File: src/rtl/msclk_rtc.sv
module msclk_rtc #(
  parameter int DIV  = 50000,
  parameter int WRAP = 60000,
  parameter int FAST = 32,
  parameter int CW   = 16,
  parameter int LW   = 4
) (
  input  logic                clk,
  input  logic                rst_n,
  input  logic                enable,
  input  logic [LW-1:0]       lvl_fast,
  input  logic [LW-1:0]       lvl_min,
  input  logic                rd_en,
  input  logic [CW-1:0]       rd_pass,
  output logic [CW-1:0]       rd_data,
  output logic                rd_illegal,
  output logic [(1<<LW)-1:0]  irq_req
);
  localparam int NL = 1 << LW;
  localparam int PW = (DIV > 1) ? $clog2(DIV) : 1;
  localparam int FW = (FAST > 1) ? $clog2(FAST) : 1;

  logic [PW-1:0] pre;
  logic [CW-1:0] cnt;
  logic [FW-1:0] fph;
  logic [CW-1:0] nxt;
  logic          tick, wrap, fast_hit;

  assign tick     = enable && (pre == PW'(DIV - 1));
  assign nxt      = cnt + 1'b1;
  assign wrap     = (nxt == CW'(WRAP));
  assign fast_hit = (fph == FW'(FAST - 1));

  always_ff @(posedge clk or negedge rst_n) begin
    if (!rst_n) begin
      pre     <= '0;
      cnt     <= '0;
      fph     <= '0;
      irq_req <= '0;
    end else begin
      irq_req <= '0;
      if (enable) pre <= tick ? '0 : pre + 1'b1;
      if (tick) begin
        cnt     <= wrap ? '0 : nxt;
        fph     <= (fast_hit || wrap) ? '0 : fph + 1'b1;
        irq_req <= (fast_hit ? (NL'(1) << lvl_fast) : '0)
                 | (wrap     ? (NL'(1) << lvl_min)  : '0);
      end
    end
  end

  assign rd_data    = enable ? cnt : rd_pass;
  assign rd_illegal = rd_en && !enable;
endmodule


File: config.mk
export PLATFORM = sky130hd
export DESIGN_NAME = msclk_rtc
export DESIGN_NICKNAME = d
export VERILOG_FILES = /design/src/rtl/msclk_rtc.sv
export SDC_FILE = /design/constraint.sdc
export NUM_CORES = 1
export LEC_CHECK = 0
export ABC_AREA = 1
export CORE_ASPECT_RATIO = 2
export CORE_MARGIN = 3
export CORE_UTILIZATION = 50
export DETAILED_ROUTE_END_ITERATION = 16
export PLACE_DENSITY = 0.77
export SKIP_CTS_REPAIR_TIMING = 1
export SYNTH_ARGS = -nofsm -noshare
export SYNTH_HDL_FRONTEND = slang
export SYNTH_SLANG_ARGS = --single-unit
File: constraint.sdc
create_clock -name clk -period 3.4 [get_ports clk]
set_input_delay 0.68 -clock clk [delete_from_list [all_inputs] [get_ports clk]]
set_output_delay 0.68 -clock clk [all_outputs]
set_load 0.05 [all_outputs]
Word level (Yosys, flattened, before mapping)
Cells that the tools add are included.
{ "totals": {"ff_bits": 53, "inputBits": 28, "output_inout_bits": 33, "wordCells": 24} }
{ "classes": {"add_sub_neg": 3, "eq_ne": 3, "n_shift": 2, "n_mux": 7, "bitwise": 1, "reduce_logical": 4} }
{ "ops": {"columns": ["operator", "count"], "rows": [
  ["two-way mux 16 bit", 6],
  ["adder 16 x 1 -> 16 bit, second input constant", 2],
  ["== test 16 bit, second input constant", 2],
  ["<< shifter 1 x 4 -> 16 bit, first input constant", 2],
  ["OR 16 bit", 1],
  ["adder 5 x 1 -> 5 bit, second input constant", 1],
  ["== test 5 bit, second input constant", 1],
  ["two-way mux 5 bit", 1],
  ["logical AND 1 bit", 2],
  ["zero test 1 bit", 1],
  ["logical OR 1 bit", 1]
]} }

Depth between registers and ports, before layout
Gate-level depths: netlist of run 1.
{ "logic_depth": {"word_depth": 5, "mapped_depth": 12} }

Worst setup path before layout of run 1
No wires, ideal clock.
{ "synth_timing": {"kind": "input -> output", "start": "input enable", "end": "output rd_data[10]", "t_arrival_ns": 2.192, "slack_ns": 0.528, "path_stages": 4, "n_path_buf": 2, "path_cell_list": "buf_4 inv_1 clkbuf_1 o21ai_0"} }
{ "synth_via": {"elab_chain_cells": 1} }
{ "synth_lines": {"columns": ["item", "line", "source"], "rows": [
  ["start: declaration", "10", "input logic enable,"],
  ["two-way mux 16 bit", "52", "assign rd_data = enable ? cnt : rd_pass;"],
  ["end: declaration", "15", "output logic [CW-1:0] rd_data,"]
]} }
No other way between the ends.

Worst setup path in the final report of run 1
{ "layout_timing": {"start": "input enable", "end": "output rd_data[15]"} }
Same word-level chain as after synthesis.

==> qor.txt, run 1 <==
vias per cell = 5.530
post-synth top area share = 0.3856
Crit. End Element = output port
crit path launch = enable
Buf+Inv Stages, Crit Path = 4
Hold WC Path Type = in -> async
critical path's top delay family = buffers and inverters
r2r setup slk = 0.73 ns
Reg area = 0.001326 mm²
Max Cap Violations = 0
clk sinks = 53
slowest CP cell = clkdlybuf4s50_1
Skew-Pair Late Insertion Delay = 0.30 ns
Critical Path, Cell by Cell = clkdlybuf4s50_1 > inv_1 > buf_4 > o21ai_0 > buf_12
post-route setup TNS = 0 ns
fin crit period = 2.880 ns
first-pass GRT wire length = 15380 µm
reg2reg start = cnt[1]
CTS clock-pin slew for the worst setup and hold paths = 0.08 ns
Max VDD drop = 302.5 µV
cells after synthesis = 478
n_diodes = 0
die area = 0.007970 mm²
Arr. time, crit path = 2.20 ns
EDFF count, synth = 0
total track usage = 0.2484
Vias = 3462
syn nets = 510
FP Rows = 42
H-tree levels = 2
worst setup margin = 0.5196 ns
Syn. warnings = 0
Die X = 64.65 µm
Fillers = 594
most common library cells after synthesis = nand2_1, dfrtp_1, inv_1
Slew @ Worst Pin = 0.6386 ns
Area Growth Syn to Fin = 28.52%
multi-input gate area in the final layout = 0.001844 mm²
startpoint types = input pin
async set-reset flop share out of synthesis = 1.000
wire per inst = 15.08 µm
Root Driver = clkbuf_16
clk_skew = 0.007507 ns
core area = 0.006674 mm²
initial antenna violation count = 0
IO buf count = 60
post-synthesis average cell area = 7.196 µm²
synth top area cells = dfrtp_1, nand2_1, nand3_1
status = finished clean
count leader, synth = nand2_1
crit path max fanout = 31
Slowest Stage Delay on Critical Path = 0.62 ns
Die Ht = 123.3 µm
cells on worst reg2reg path = 12
DRT iter0 DRCs = 231
drt pass-1 iters = 7
dominant cell type by area after synthesis = dfrtp_1
fin. max-slew vios = 0
Worst slew margin = 0.5727
Ports = 61
Worst EP required = 2.72 ns
clock buffer count from CTS = 5
final setup fails = 0
CTS max path bufs = 2
post-placement setup slack = 0.4826 ns
FF-to-FF End = cnt[13]
distinct cell type count after synthesis = 33
# DRC = 0
nets = 569
vias in the first global route = 3477
Primary FF master, synth = dfrtp_1
starting density of the core = 0.5154
Final period util = 0.8472
RePlAce Congestion = 0.9454
CTS tree = built
layout cells sized above 1 = 0.1450
Post-Synthesis Cell Area = 0.003440 mm²
post-synthesis sequential area ratio = 0.3856
leakage power = 1.905 nW
pin count of the biggest net entering global routing = 32
PwrDens = 334.9 mW/mm²
Seq cells post-synth = 53
DRT Wirelength = 9443 µm
Fin. Hold Viols = 0
Congestion Overflow GR = 0
ANT nets after route = 0
Crit Path Category = in -> out
detailed-placement wirelength estimate = 7182 µm
FMAX = 0.3472 GHz
unrepaired setup endpoints after global routing = no
==> how the worst max path moves through the flow <==
| stage | cells after the start | endpoint |
|---|---|---|
| after floorplan | 4 | rd_data[10] |
| after global placement | 3 | rd_illegal |
| after detailed placement | 8 | pre[15] |
| after CTS | 5 | rd_data[15] |
| after global routing | 5 | rd_data[15] |
| final | 5 | rd_data[15] |
==> metal layers <==
metal	routed length (µm)	part of all wire	global-route usage	vias up
li1	-	-	-	1681
met1	3483	0.37	0.2466	1610
met2	5070	0.54	0.4605	133
met3	398	0.042	0.03727	38
met4	491	0.052	0.1735	0
met5	0	0	0	-
==> state kept, by name, indices dropped and copies added, names as in the netlist <==
register and count:
cnt 16, irq_req 16, pre 16, fph 5
==> cells in the final DEF (no fill, tap or decap), types with 2 or more instances in the layout <==
cell type        count
nand2_2              8
or2_2                2
o21ai_0             34
clkdlybuf4s50_1     43
nor2_1              46
nand3_1             43
xor2_1               3
nand3_2             15
a21oi_1             14
nand4_1              9
clkbuf_16            5
nor3b_1              2
nor2_4               4
a21oi_2             11
ha_1                 4
nand2_1            131
inv_1               50
buf_12              16
dfrtp_1             53
clkinvlp_4           2
buf_4                5
nor4_1               6
nor2_2               4
nor3_1              18
==> where the power goes <==
part | switching, mW | internal, mW
combinational | 0.146 | 0.110
sequential | 0.0258 | 0.661
clock | 0.259 | 0.279
==> kinds of logic after synthesis <==
family | count (synthesis) | synth area share
flip-flops | 53 | 0.3856
buffers and inverters | 65 | 0.07821
AND/OR/NAND/NOR | 291 | 0.4085
XOR/XNOR | 3 | 0.007641
AO/OA/AOI/OAI | 62 | 0.1055
adder cells (fa/ha/maj) | 4 | 0.01455
==> worst register-to-register path: cells and delay by family, from the launching register on <==
kind,cells,cell delay (ns)
DFF,1,0.45
adders and majority gates,1,0.28
and+or+nand+nor,11,1.84
==> stage by stage <==
stage / utilization / instances / total power [mW] / hold WS [ns] / instance area [µm²]
floorplan: - / 478 / 0.8291 / 0.3844 / 3440
global placement: 0.6397 / 618 / 0.9473 / 0.4756 / 4269
detailed placement: 0.6397 / 618 / 0.9528 / 0.4847 / 4269
CTS: 0.6624 / 626 / 1.487 / 0.3946 / 4420
global route: 0.6624 / 626 / 1.529 / 0.4176 / 4420
finish: 0.6624 / 626 / 1.481 / 0.3717 / 4420
==> area by class of cell <==
cell class | instances | area share
inverters | 52 | 0.04416
clock buffers | 5 | 0.02830
multi-input cells | 360 | 0.4172
flip-flops and latches | 53 | 0.3000
repair buffers | 65 | 0.1795
well taps | 88 | 0.02491
clock inverters | 3 | 0.005944
(Power assumes the default switching activity.)
==> run 2, diff against run 1 <==
==> constraint.sdc (replaced) <==
create_clock -name clk -period 2.9 [get_ports clk]
set_input_delay 0.58 -clock clk [delete_from_list [all_inputs] [get_ports clk]]
set_output_delay 0.58 -clock clk [all_outputs]
set_load 0.05 [all_outputs]
==> run 2 against run 1 <==
Clock skew about the same; routed wire length increased by 0.89%; via count increased by 1.2%; sequential power increased by 18%; non-clock buffer count increased by 7; sequential cell count unchanged; final cell count increased by 0.96%; first-iteration DRC count decreased by 9.5%; setup slack got worse by 0.13 ns; highest routed layer unchanged.
==> qor.txt, run 2 (synthesis gave the netlist of run 1 again) <==
total track usage = 0.2528 (+0.004388)
CTS tree = built
post-placement setup slack = 0.3165 ns (-0.1661 ns)
clk_skew = 0.007153 ns (-0.0003547 ns)
PwrDens = 380.6 mW/mm² (+14%)
Die Ht = 123.3 µm (unchanged)
Final period util = 0.8664
Worst slew margin = 0.5983 (+0.02565)
Fin. Hold Viols = 0 (unchanged)
Root Driver = clkbuf_16
die area = 0.007970 mm² (unchanged)
Ports = 61 (unchanged)
Max Cap Violations = 0 (unchanged)
post-route setup TNS = 0 ns (unchanged)
Comb power frac = 0.181 (+0.008)
Final Util = 0.6678 (+0.005437)
crit path max fanout = 31 (unchanged)
Max VDD drop = 357.2 µV (+18%)
clock network fraction of total power = 0.343 (-0.020)
clk sinks = 53 (unchanged)
CTS clock-pin slew for the worst setup and hold paths = 0.07 ns (about the same)
Crit. End Element = output port
largest registers = cnt x16, irq_req x16, pre x16
initial antenna violation count = 0 (unchanged)
CTS max path bufs = 2 (unchanged)
Congestion Overflow GR = 0 (unchanged)
startpoint types = input pin
DRT Wirelength = 9527 µm (+0.89%)
unrepaired setup endpoints after global routing = no
switching pwr = 469.2 µW (+9.0%)
IO buf count = 60 (unchanged)
H-tree levels = 2 (unchanged)
fin. max-slew vios = 0 (unchanged)
drt pass-1 iters = 5 (-2)
Skew-Pair Late Insertion Delay = 0.30 ns (about the same)
vias per cell = 5.544 (+0.25%)
Slew @ Worst Pin = 0.6003 ns (-0.03833 ns)
nets = 576 (+1.2%)
n_diodes = 0 (unchanged)
layout cells sized above 1 = 0.1544 (+0.009430)
ANT nets after route = 0 (unchanged)
Fillers = 585 (-1.5%)
# DRC = 0 (unchanged)
Die X = 64.65 µm (unchanged)
RePlAce Congestion = 0.9636 (+1.9%)
clock buffer count from CTS = 5 (unchanged)
internal power = 1.227 mW (+17%)
vias in the first global route = 3454 (-0.66%)
Hold WC Path Type = in -> async
detailed-placement wirelength estimate = 7391 µm (+2.9%)
final std cells w/o fill = 632 (+0.96%)
sw frac = 0.2766 (-0.01426)
Worst EP required = 2.32 ns (-0.40 ns)
core area = 0.006674 mm² (unchanged)
Vias = 3504 (+1.2%)
Arr. time, crit path = 1.93 ns (-0.27 ns)
Fin Hold WS = 0.2425 ns (-0.1292 ns)
leading cell type in the layout, fill and taps excluded = nand2_1
Crit Path Category = in -> out
first-pass GRT wire length = 15650 µm (+1.7%)
final setup fails = 0 (unchanged)
pin count of the biggest net entering global routing = 32 (unchanged)
starting density of the core = 0.5154 (unchanged)
Sequential Power Share = 0.476 (+0.012)
most frequent cells in the layout = nand2_1, dfrtp_1, inv_1, nor2_1, nand3_1
worst setup margin = 0.3875 ns (-0.1321 ns)
status = finished clean
FMAX = 0.3980 GHz
leakage power = 1.939 nW (+1.8%)
wire per inst = 15.07 µm (about the same)
Area Growth Syn to Fin = 29.57%
DRT iter0 DRCs = 209 (-9.5%)
FP Rows = 42 (unchanged)
dpl cells = 625 (+1.1%)
fin crit period = 2.513 ns
==> run 2: cell count changes in the layout (fill, tap and decap cells not counted), sizes merged <==
cell | previous run | this run
clkinv | 1 | 2
buf | 22 | 30
inv | 52 | 51
clkbuf | 5 | 6
clkdlybuf4s50 | 43 | 42
clkinvlp | 2 | 0
==> run 2: final timing paths <==
path,from,end,slack [ns],cells past startpoint
max,enable,rd_data[5],0.39,5
min,rst_n,cnt[0],0.24,1
max reg2reg,cnt[1],irq_req[0],0.41,12
min reg2reg,pre[8],pre[8],0.49,1
max in group asynchronous,rst_n,pre[10],2.02,2
min in group clk,pre[8],pre[8],0.49,1
==> run 2: worst max-delay path, stage by stage <==
cell,delay (ns)
clkdlybuf4s50_1,0.47
inv_1,0.07
buf_4,0.22
o21ai_0,0.39
buf_12,0.19
==> run 2: power by group through the flow <==
stage / logic (mW) / registers, mW / clock network [mW]
2_1_floorplan: 0.161 / 0.811 / 0
3_3_place_gp: 0.303 / 0.820 / 0
3_5_place_dp: 0.307 / 0.822 / 0
4_1_cts: 0.308 / 0.808 / 0.601
5_1_grt: 0.334 / 0.812 / 0.631
6_report: 0.306 / 0.808 / 0.583
==> run 2: per-stage QoR <==
step           power, mW  area [µm²]
2_1_floorplan     0.9720        3440
3_3_place_gp       1.124        4319
3_5_place_dp       1.129        4319
4_1_cts            1.716        4457
5_1_grt            1.777        4457
6_report           1.696        4457
==> run 2: final cells by class <==
class / instances / area (µm²) / area share
clock buffer: 6 / 128.9 / 0.02892
clock inverter: 1 / 8.758 / 0.001965
inverter: 52 / 195.2 / 0.04380
multi-input combinational: 360 / 1844 / 0.4138
sequential: 53 / 1326 / 0.2976
tap: 88 / 110.1 / 0.02471
timing repair buffer: 72 / 843.3 / 0.1892
==> run 2: layer usage <==
metal  track usage  share of wire
met4        0.1536          0.049
met3       0.03636          0.041
met2        0.4598           0.54
met5             0              0
met1        0.2702           0.37
